### config.mk
export PLATFORM = sky130hd
export DESIGN_NAME = bbp_port
export DESIGN_NICKNAME = d
export VERILOG_FILES = /design/src/rtl/bbp_pkg.sv /design/src/rtl/bbp_rst_sync.sv /design/src/rtl/bbp_drive_ctrl.sv /design/src/rtl/bbp_lane.sv /design/src/rtl/bbp_port.sv
export SDC_FILE = /design/constraint.sdc
export NUM_CORES = 1
export LEC_CHECK = 0
export ABC_AREA = 1
export BUFFER_PORTS_ARGS = -buffer_cell sky130_fd_sc_hd__buf_2
export CORE_UTILIZATION = 33
export DETAILED_ROUTE_END_ITERATION = 10
export PLACE_DENSITY = 0.74
export RECOVER_POWER = 100
export SYNTH_ARGS = -nofsm -noshare
export SYNTH_HDL_FRONTEND = slang
export SYNTH_SLANG_ARGS = --single-unit
### constraint.sdc
create_clock -name clk -period 0.8 [get_ports clk]
set_input_delay 0.16 -clock clk [delete_from_list [all_inputs] [get_ports clk]]
set_output_delay 0.16 -clock clk [all_outputs]
set_load 0.02 [all_outputs]
### src/rtl/bbp_pkg.sv
package bbp_pkg;
  typedef enum logic [1:0] {
    DRV_NONE = 2'b00,
    DRV_A    = 2'b01,
    DRV_B    = 2'b10
  } drive_mode_e;
endpackage

### src/rtl/bbp_rst_sync.sv
module bbp_rst_sync #(
  parameter int STAGES = 2
) (
  input  logic clk,
  input  logic rst_n,
  output logic rst_q
);
  logic [STAGES-1:0] chain_q;
  logic [STAGES-1:0] chain_d;

  always_comb chain_d = {chain_q[STAGES-2:0], 1'b1};

  always_ff @(posedge clk or negedge rst_n) begin
    if (!rst_n) chain_q <= '0;
    else        chain_q <= chain_d;
  end

  assign rst_q = chain_q[STAGES-1];
endmodule

### src/rtl/bbp_drive_ctrl.sv
module bbp_drive_ctrl
  import bbp_pkg::*;
(
  input  logic clk,
  input  logic rst_q,
  input  logic drive_off,
  input  logic to_b,
  output logic a_drive,
  output logic b_drive
);
  drive_mode_e mode_d;
  logic        a_drive_d, b_drive_d;

  always_comb begin
    if (drive_off) mode_d = DRV_NONE;
    else if (to_b) mode_d = DRV_B;
    else           mode_d = DRV_A;
    a_drive_d = (mode_d == DRV_A);
    b_drive_d = (mode_d == DRV_B);
  end

  always_ff @(posedge clk or negedge rst_q) begin
    if (!rst_q) begin
      a_drive <= 1'b0;
      b_drive <= 1'b0;
    end else begin
      a_drive <= a_drive_d;
      b_drive <= b_drive_d;
    end
  end

  assert_one_side_R11: assert property (@(posedge clk) disable iff (!rst_q)
    !(a_drive && b_drive));
  assert_off_R2: assert property (@(posedge clk) disable iff (!rst_q)
    drive_off |=> (!a_drive && !b_drive));
  assert_drive_b_R3: assert property (@(posedge clk) disable iff (!rst_q)
    (!drive_off && to_b) |=> (b_drive && !a_drive));
  assert_drive_a_R4: assert property (@(posedge clk) disable iff (!rst_q)
    (!drive_off && !to_b) |=> (a_drive && !b_drive));
endmodule

### src/rtl/bbp_lane.sv
module bbp_lane #(
  parameter int W = 9
) (
  input  logic         clk,
  input  logic         rst_q,
  input  logic         use_fifo,
  input  logic [W-1:0] live_d,
  input  logic [W-1:0] fifo_d,
  output logic [W-1:0] q
);
  logic [W-1:0] q_d;

  always_comb q_d = use_fifo ? fifo_d : live_d;

  always_ff @(posedge clk or negedge rst_q) begin
    if (!rst_q) q <= '0;
    else        q <= q_d;
  end

  assert_stored_R6_R8: assert property (@(posedge clk) disable iff (!rst_q)
    use_fifo |=> (q == $past(fifo_d)));
  assert_live_R5_R7: assert property (@(posedge clk) disable iff (!rst_q)
    !use_fifo |=> (q == $past(live_d)));
endmodule

### src/rtl/bbp_port.sv
module bbp_port #(
  parameter int W          = 9,
  parameter int SYNC_DEPTH = 2
) (
  input  logic         clk,
  input  logic         rst_n,
  input  logic         drive_off,
  input  logic         to_b,
  input  logic         b_from_fifo,
  input  logic         a_from_fifo,
  input  logic [W-1:0] a_in,
  output logic [W-1:0] a_out,
  output logic         a_drive,
  input  logic [W-1:0] b_in,
  output logic [W-1:0] b_out,
  output logic         b_drive,
  output logic [W-1:0] fa_wdata,
  input  logic [W-1:0] fa_rdata,
  output logic [W-1:0] fb_wdata,
  input  logic [W-1:0] fb_rdata
);
  logic rst_q;

  bbp_rst_sync #(.STAGES(SYNC_DEPTH)) u_rst (
    .clk(clk), .rst_n(rst_n), .rst_q(rst_q)
  );

  bbp_drive_ctrl u_ctrl (
    .clk(clk), .rst_q(rst_q), .drive_off(drive_off), .to_b(to_b),
    .a_drive(a_drive), .b_drive(b_drive)
  );

  // Lane toward bus B: live from A, stored from FIFO A
  bbp_lane #(.W(W)) u_lane_b (
    .clk(clk), .rst_q(rst_q), .use_fifo(b_from_fifo),
    .live_d(a_in), .fifo_d(fa_rdata), .q(b_out)
  );

  // Lane toward bus A: live from B, stored from FIFO B
  bbp_lane #(.W(W)) u_lane_a (
    .clk(clk), .rst_q(rst_q), .use_fifo(a_from_fifo),
    .live_d(b_in), .fifo_d(fb_rdata), .q(a_out)
  );

  // write ports always see the sensed bus values
  assign fa_wdata = a_in;
  assign fb_wdata = b_in;

  assert_reset_R1: assert property (@(posedge clk) disable iff (rst_n)
    (!a_drive && !b_drive));
endmodule

==> impl_metrics.json, run 1 <==
{
  "outcome": "finished with violations",
  "violations": "setup timing",
  "synth_fa_ha_area_share_pct": 0,
  "place_ws_ps": 87.7,
  "synth_top_cell_by_area": "dfrtp_1",
  "yosys.area_share.simple_pct": 22.5,
  "wl_per_cell_um": 10.9,
  "fin_nets": 213,
  "num_antenna_cells": 0,
  "cellPowerDensity_nw_per_um2": 1740,
  "whs_ps": 53.1,
  "syn_nets": 144,
  "synth_compound_area_share_pct": 0,
  "yosysTopAreaCellShare_pct": 59.0,
  "dp_hpwl_mm": 1.77,
  "setup_viol": 20,
  "critPathMaxStageDelay_ps": 410,
  "slowest_stage": "dfrtp_1",
  "ys.warnings.count": 0,
  "clock_sinks": 22,
  "die_h_um": 55.2,
  "crit_type": "reg2out",
  "synth_area_leaders": "dfrtp_1 59%, nand2_1 22%, buf_4 14%, buf_6 2.4%, inv_2 0.80%",
  "clock_latency_ps": 300,
  "grt_pass1_vias": 782,
  "synth_cells": 102,
  "grt_overflow": 0,
  "drt_iter0_markers": 0,
  "drive_above_1_share_pct": 36.5,
  "cts-buffers-inserted": 3,
  "holdCritPathClass": "in2reg",
  "cp.required_ps": 640,
  "start_util_pct": 36.4,
  "htreeDepth": 1,
  "synth_cell_types": 8,
  "grt_max_degree": 13,
  "synth_seq_cells": 22,
  "crit_family": "flip-flops",
  "portBuffers": 79,
  "firstDrtPassIters": 1,
  "yosysSeqAreaShare_pct": 59.0,
  "hold_viol_final": 0,
  "finalCritPeriodShare_pct": 125,
  "vias": 811,
  "syn_area_sq_um": 933,
  "start_kind": "flop",
  "drt-total-wl_mm": 2.18,
  "drv_slew": 0,
  "grt_pass1_wl_mm": 3.29,
  "path_buf_inv": 1,
  "rsz0062_at_grt": "true",
  "cts_tree": "done",
  "synth_top_family_by_area": "simple AND/OR/NAND/NOR gates",
  "ios": 80,
  "arrival_ps": 840,
  "path_cells": "buf_6",
  "fill_cells": 265,
  "layout_setup_ws_ps": -198,
  "ant_nets": 0,
  "rows": 18,
  "antenna_found_initial": 0,
  "cts_root_buffer": "clkbuf_4",
  "ir_worst_vdd_uv": 1260,
  "worstPathMaxFanout": 1,
  "gp_congestion": 0.797,
  "fin_crit_ps": 998,
  "avgSynthCellArea_sq_um": 9.15,
  "clk_pin_slew_ps": 110,
  "synth-xor-area-share_pct": 0,
  "die_area_sq_um": 3050,
  "clockBufferDepth": 2,
  "routed_via_density": 4.06,
  "fin_skew_ps": 1.89,
  "coreArea_sq_um": 2570,
  "area_delta_synth_final_pct": 48.0,
  "max_freq_ghz": 1.00,
  "drc": 0,
  "grtUsageTotal_pct": 16.0,
  "maxCapViolations": 0,
  "post_cts_buffers": 0,
  "synth_mux_area_share_pct": 0,
  "p_leak_nw": 0.778,
  "die_w_um": 55.2,
  "crit_path_end_kind": "output pin"
}
-- power by group --
| part | leakage [nW] | total [W] | internal, W | switching (W) |
|---|---|---|---|---|
| sequential | 0.265 | 0.00123 | 0.00119 | 0.0000383 |
| combinational | 0.493 | 0.000598 | 0.000269 | 0.000328 |
| clock | 0.0210 | 0.000582 | 0.000277 | 0.000305 |
-- cell usage after synthesis, drive strengths merged --
| cell | count |
|---|---|
| nand2 | 54 |
| dfrtp | 22 |
| buf | 20 |
| inv | 3 |
| nor2 | 2 |
| conb | 1 |
-- layout make-up --
type / count / area, sq um / share of cell area, %
inverters: 3 / 11.3 / 0.815
repair buffers: 84 / 532 / 38.5
clock buffers: 4 / 36.3 / 2.63
flip-flops and latches: 22 / 551 / 39.9
well taps: 30 / 37.5 / 2.72
multi-input cells: 57 / 214 / 15.5
-- placed cells by master (no fill, tap or decap), drive strengths merged --
master / n
buf: 56
nand2: 54
clkbuf: 29
dfrtp: 22
inv: 3
dlygate4sd3: 3
nor2: 2
conb: 1
-- state kept, by name (all words and copies together), names as in the netlist --
signal / count
u_rst.chain_q: 2
u_ctrl.b_drive: 1
u_ctrl.a_drive: 1
u_lane_b.q: 9
u_lane_a.q: 9
-- through the flow --
step / setup TNS [ps] / instance area [sq um] / power, W / instances / utilization (%)
floorplan: 0 / 933 / 0.00157 / 102 / -
global placement: 0 / 1220 / 0.00175 / 193 / 47.7
detailed placement: 0 / 1220 / 0.00176 / 193 / 47.7
CTS: -3970 / 1410 / 0.00247 / 199 / 54.7
global route: -4620 / 1380 / 0.00255 / 200 / 53.8
finish: -3590 / 1380 / 0.00241 / 200 / 53.8
-- cells by family after synthesis --
kind of cell / after synthesis
other: 1
flip-flops: 22
AND/OR/NAND/NOR: 56
buffers and inverters: 23
-- per-layer routing --
layer | up-vias | wire (um) | GRT usage [%]
met3 | 2 | 127 | 5.74
met2 | 32 | 1260 | 29.7
li1 | 417 | - | -
met5 | - | 0 | 0
met1 | 360 | 766 | 15.4
met4 | 0 | 27 | 7.50
-- final timing paths --
| path | from | endpoint | slack, ps | cells past startpoint |
|---|---|---|---|---|
| worst min register to register | u_rst.chain_q[1] | u_lane_a.q[0] | 210 | 1 |
| worst max register to register | u_rst.chain_q[0] | u_rst.chain_q[1] | 330 | 0 |
| worst min-delay path | fb_rdata[6] | u_lane_a.q[6] | 50 | 3 |
| max in group asynchronous | u_rst.chain_q[1] | u_ctrl.a_drive | 370 | 1 |
| min in group asynchronous | rst_n | u_rst.chain_q[0] | 160 | 2 |
| worst max-delay path | u_lane_a.q[6] | a_out[6] | -200 | 1 |
-- what timing repair did --
action,CTS,global route
hold buffers,2,1
setup endpoints to repair,20,20
pin swaps,0,0
endpoints found under the hold margin,3,1
resized for setup,40,0
(Power assumes the default switching activity.)
==> run 2, diff against run 1 <==
Settings changed: HOLD_SLACK_MARGIN from default to 0.08.
==> run 2 against run 1 <==
  * The flow still finishes with violations (setup timing)
  * Final cell count grew 18%
  * Sequential power is essentially flat
  * Non-clock buffer count grew 35
  * Critical path type unchanged
  * Combinational power grew 25%
  * Register-to-register slack is essentially flat
==> impl_metrics.json, run 2 (synthesis gave the netlist of run 1 again) <==
{
  "violations": "setup timing",
  "clk_pin_slew_ps": 110,
  "postLayoutCoreUtil_pct": 67.2,
  "fin_nets": 248,
  "reg.largest.list": "u_lane_a.q x9, u_lane_b.q x9, u_rst.chain_q x2",
  "firstDrtPassIters": 4,
  "path_cells": "buf_6",
  "area_delta_synth_final_pct": 84.9,
  "layout_commonest_cell": "nand2_1",
  "path_buf_inv": 1,
  "clock_latency_ps": 300,
  "start_kind": "flop",
  "die_h_um": 55.2,
  "vias": 995,
  "drt-total-wl_mm": 2.96,
  "multiInputGateArea_sq_um": 214,
  "wl_per_cell_um": 12.6,
  "finalCritPeriodShare_pct": 126,
  "ios": 80,
  "clock_sinks": 22,
  "start_util_pct": 36.4,
  "total_power_w": 0.00256,
  "mostFrequentLayoutCells": "54 x nand2_1, 38 x dlygate4sd3_1, 31 x buf_2",
  "setup_viol": 20,
  "drc": 0,
  "crit_type": "reg2out",
  "cp.required_ps": 640,
  "portBuffers": 79,
  "outcome": "finished with violations",
  "grt_pass1_wl_mm": 4.61,
  "cts-buffers-inserted": 3,
  "p_leak_nw": 0.908,
  "grtUsageTotal_pct": 22.7,
  "holdCritPathClass": "in2reg",
  "maxCapViolations": 0,
  "cts_root_buffer": "clkbuf_4",
  "place_area_sq_um": 1220,
  "clockBufferDepth": 2,
  "fin_crit_ps": 1010,
  "num_antenna_cells": 0,
  "grt_pass1_vias": 993,
  "cts_tree": "done",
  "grt_overflow": 0,
  "critPathMaxStageDelay_ps": 410,
  "fin_skew_ps": 0.591,
  "crit_path_end_kind": "output pin",
  "drive_above_1_share_pct": 28.8,
  "rows": 18,
  "cellPowerDensity_nw_per_um2": 1480,
  "drv_slew": 0,
  "stdcell_area_sq_um": 1730,
  "final-seq-area_sq_um": 551,
  "hold_viol_final": 0,
  "rsz0062_at_grt": "true",
  "coreArea_sq_um": 2570,
  "arrival_ps": 850,
  "grt_max_degree": 13,
  "die_area_sq_um": 3050,
  "gp_congestion": 0.797,
  "routed_via_density": 4.23,
  "antenna_found_initial": 0,
  "worstPathMaxFanout": 1,
  "max_freq_ghz": 0.994,
  "ant_nets": 0,
  "slowest_stage": "dfrtp_1",
  "ir_worst_vdd_uv": 1190,
  "dp_hpwl_mm": 1.77,
  "drt_iter0_markers": 23,
  "fill_cells": 223,
  "crit_family": "flip-flops",
  "layout_setup_ws_ps": -206,
  "htreeDepth": 1,
  "die_w_um": 55.2
}
==> run 2: cell types whose count changed in the layout (fill, tap and decap cells not counted), sizes merged <==
| cell | delta |
|---|---|
| buf | -4 |
| dlygate4sd3 | +35 |
| clkbuf | +4 |
==> run 2: where the power goes <==
group | leakage [nW] | switching (W) | internal, W | total (W)
Combinational | 0.623 | 0.000369 | 0.000379 | 0.000748
Sequential | 0.265 | 0.0000386 | 0.00119 | 0.00123
Clock | 0.0210 | 0.000303 | 0.000277 | 0.000581
Total | 0.908 | 0.000711 | 0.00185 | 0.00256
==> run 2: worst paths after layout <==
check | endpoint | slack, ps | cells after the start | start
max | a_out[6] | -210 | 1 | u_lane_a.q[6]
min | u_lane_b.q[2] | 130 | 3 | a_in[2]
max reg2reg | u_rst.chain_q[1] | 330 | 0 | u_rst.chain_q[0]
min reg2reg | u_lane_a.q[0] | 220 | 1 | u_rst.chain_q[1]
max in group asynchronous | u_ctrl.b_drive | 370 | 1 | u_rst.chain_q[1]
min in group asynchronous | u_rst.chain_q[0] | 160 | 2 | rst_n
==> run 2: cell type report <==
| type | instances | share of cell area [%] |
|---|---|---|
| clock buffer | 4 | 2.10 |
| multi-input combinational | 57 | 12.4 |
| inverter | 3 | 0.653 |
| sequential | 22 | 31.9 |
| tap | 30 | 2.18 |
| timing repair buffer | 119 | 50.8 |
==> run 2: tightest hold or removal path: cells and delay by family <==
kind / cells / cell delay (ps)
buffers and inverters: 1 / 100
AND/OR/NAND/NOR: 2 / 140
==> run 2: what timing repair did <==
item / 4_1_cts / 5_1_grt
setup buffers: 0 / 0
hold endpoints to repair: 22 / 0
endpoints found under the setup margin: 20 / 20
resized for setup: 40 / 0
hold buffers: 38 / 0
==> run 2: metal layers <==
metal | track usage, % | share of wire [%] | routed length, um | up-vias
met4 | 9.17 | 2.2 | 65 | 0
li1 | - | - | - | 490
met2 | 45.8 | 61 | 1810 | 42
met5 | 0 | 0 | 0 | -
met3 | 4.92 | 4.3 | 128 | 6
met1 | 21.7 | 32 | 959 | 457
==> run 2: through the flow <==
step / setup WS (ps) / std cells / setup TNS [ps] / hold slack, ps
2_1_floorplan: 144 / 102 / 0 / -136
4_1_cts: -213 / 235 / -3970 / 81.1
6_report: -206 / 235 / -3610 / 128
3_5_place_dp: 87.7 / 193 / 0 / -52.9
3_3_place_gp: 97.2 / 193 / 0 / -52.4
5_1_grt: -250 / 235 / -4510 / 98.1
==> run 3, diff against run 2 <==
Settings changed: PLACE_DENSITY 0.74 to 0.84.
==> run 3 against run 2 <==
  * The flow still finishes with violations (setup timing)
  * Maximum frequency is 1.3% higher
  * Worst hold slack worse by 72 ps
  * Final cell count is 0.43% lower
  * Final area is 0.29% higher
  * Via count is 1.8% higher
  * Total power is 0.22% higher
  * First-iteration DRC count is 22% lower
  * Clock-buffer cell count stayed put
  * Largest cell class unchanged
  * Non-clock buffer count is 1 lower
==> impl_metrics.json, run 3 (synthesis gave the netlist of run 1 again) <==
{
  "ios": 80,
  "antenna_found_initial": 0,
  "drive_above_1_share_pct": 31.9,
  "grt_pass1_wl_mm": 4.44,
  "crit_family": "flip-flops",
  "clock_latency_ps": 300,
  "cts-buffers-inserted": 3,
  "violations": "setup timing",
  "drc": 0,
  "die_w_um": 55.2,
  "cts_root_buffer": "clkbuf_4",
  "arrival_ps": 830,
  "area_delta_synth_final_pct": 85.4,
  "finalCritPeriodShare_pct": 124,
  "htreeDepth": 1,
  "die_h_um": 55.2,
  "reg.largest.list": "u_lane_a.q x9, u_lane_b.q x9, u_rst.chain_q x2",
  "grt_pass1_vias": 990,
  "layout_commonest_cell": "nand2_1",
  "crit_path_end_kind": "output pin",
  "clk_pin_slew_ps": 100,
  "hold_viol_final": 0,
  "setup_viol": 20,
  "cellPowerDensity_nw_per_um2": 1480,
  "coreArea_sq_um": 2570,
  "path_buf_inv": 1,
  "grt_overflow": 0,
  "fin_crit_ps": 993,
  "drt-total-wl_mm": 2.90,
  "crit_type": "reg2out",
  "fin_skew_ps": 8.97,
  "gp_congestion": 0.713,
  "clockBufferDepth": 2,
  "drt_iter0_markers": 18,
  "tns_ps": -3640,
  "mostFrequentLayoutCells": "53 x nand2_1, 38 x dlygate4sd3_1, 36 x buf_2",
  "grtUsageTotal_pct": 22.3,
  "num_antenna_cells": 0,
  "grt_max_degree": 18,
  "rows": 18,
  "firstDrtPassIters": 4,
  "critPathMaxStageDelay_ps": 400,
  "slowest_stage": "dfrtp_1",
  "start_kind": "flop",
  "path_cells": "buf_6",
  "p_leak_nw": 0.921,
  "total_power_w": 0.00256,
  "max_freq_ghz": 1.01,
  "portBuffers": 79,
  "fin_nets": 247,
  "worstPathMaxFanout": 1,
  "layout_setup_ws_ps": -193,
  "cp.required_ps": 640,
  "die_area_sq_um": 3050,
  "holdCritPathClass": "reg2async",
  "wl_per_cell_um": 12.4,
  "maxCapViolations": 0,
  "vias": 1013,
  "start_util_pct": 36.4,
  "whs_ps": 56.4,
  "drv_slew": 0,
  "ir_worst_vdd_uv": 1140,
  "outcome": "finished with violations",
  "dp_hpwl_mm": 1.62,
  "clock_sinks": 22,
  "ant_nets": 0,
  "rsz0062_at_grt": "true",
  "cts_tree": "done",
  "routed_via_density": 4.33
}
run 3: cell count changes in the layout (fill, tap and decap cells not counted), sizes merged:
cell / delta
buf: +4
clkbuf: -5
run 3: repair_timing:
item / in CTS / in global routing
pin swaps: 0 / 0
endpoints found under the setup margin: 20 / 21
setup buffers: 0 / 0
resized for setup: 40 / 1
hold buffers: 39 / 0
hold endpoints to repair: 22 / 0
run 3: report_power, final:
| group | switching, W | internal [W] |
|---|---|---|
| sequential | 0.0000401 | 0.00119 |
| clock | 0.000305 | 0.000278 |
| combinational | 0.000368 | 0.000382 |
run 3: layout make-up:
cell class | instances | area (sq um)
Multi-Input combinational cell | 57 | 216
Inverter | 3 | 11.3
Sequential cell | 22 | 551
Tap cell | 30 | 37.5
Timing Repair Buffer | 118 | 878
Clock buffer | 4 | 36.3
Fill cell | 221 | 837
run 3: final timing paths:
path,from,endpoint,slack [ps],cells past startpoint
min,u_rst.chain_q[1],u_lane_a.q[0],60,0
min reg2reg,u_rst.chain_q[1],u_lane_a.q[0],60,0
min in group clk,a_in[7],u_lane_b.q[7],130,3
max in group asynchronous,u_rst.chain_q[1],u_lane_b.q[4],150,1
max reg2reg,u_rst.chain_q[1],u_lane_b.q[4],150,1
max,u_lane_b.q[0],b_out[0],-190,1
run 3: layer usage:
layer	up-vias	track usage (%)	part of all wire, %	wire, um
met3	12	6.28	5.0	145
met5	-	0	0	0
li1	490	-	-	-
met1	458	18.5	33	962
met4	0	15.4	4.0	117
met2	53	44.0	58	1680
run 3: through the flow:
step | utilization (%) | area, sq um | setup slack (ps) | cells
2_1_floorplan | - | 933 | 144 | 102
3_3_place_gp | 47.9 | 1230 | 110 | 192
3_5_place_dp | 47.9 | 1230 | 87.4 | 192
4_1_cts | 69.3 | 1780 | -206 | 235
5_1_grt | 67.4 | 1730 | -244 | 234
6_report | 67.4 | 1730 | -193 | 234
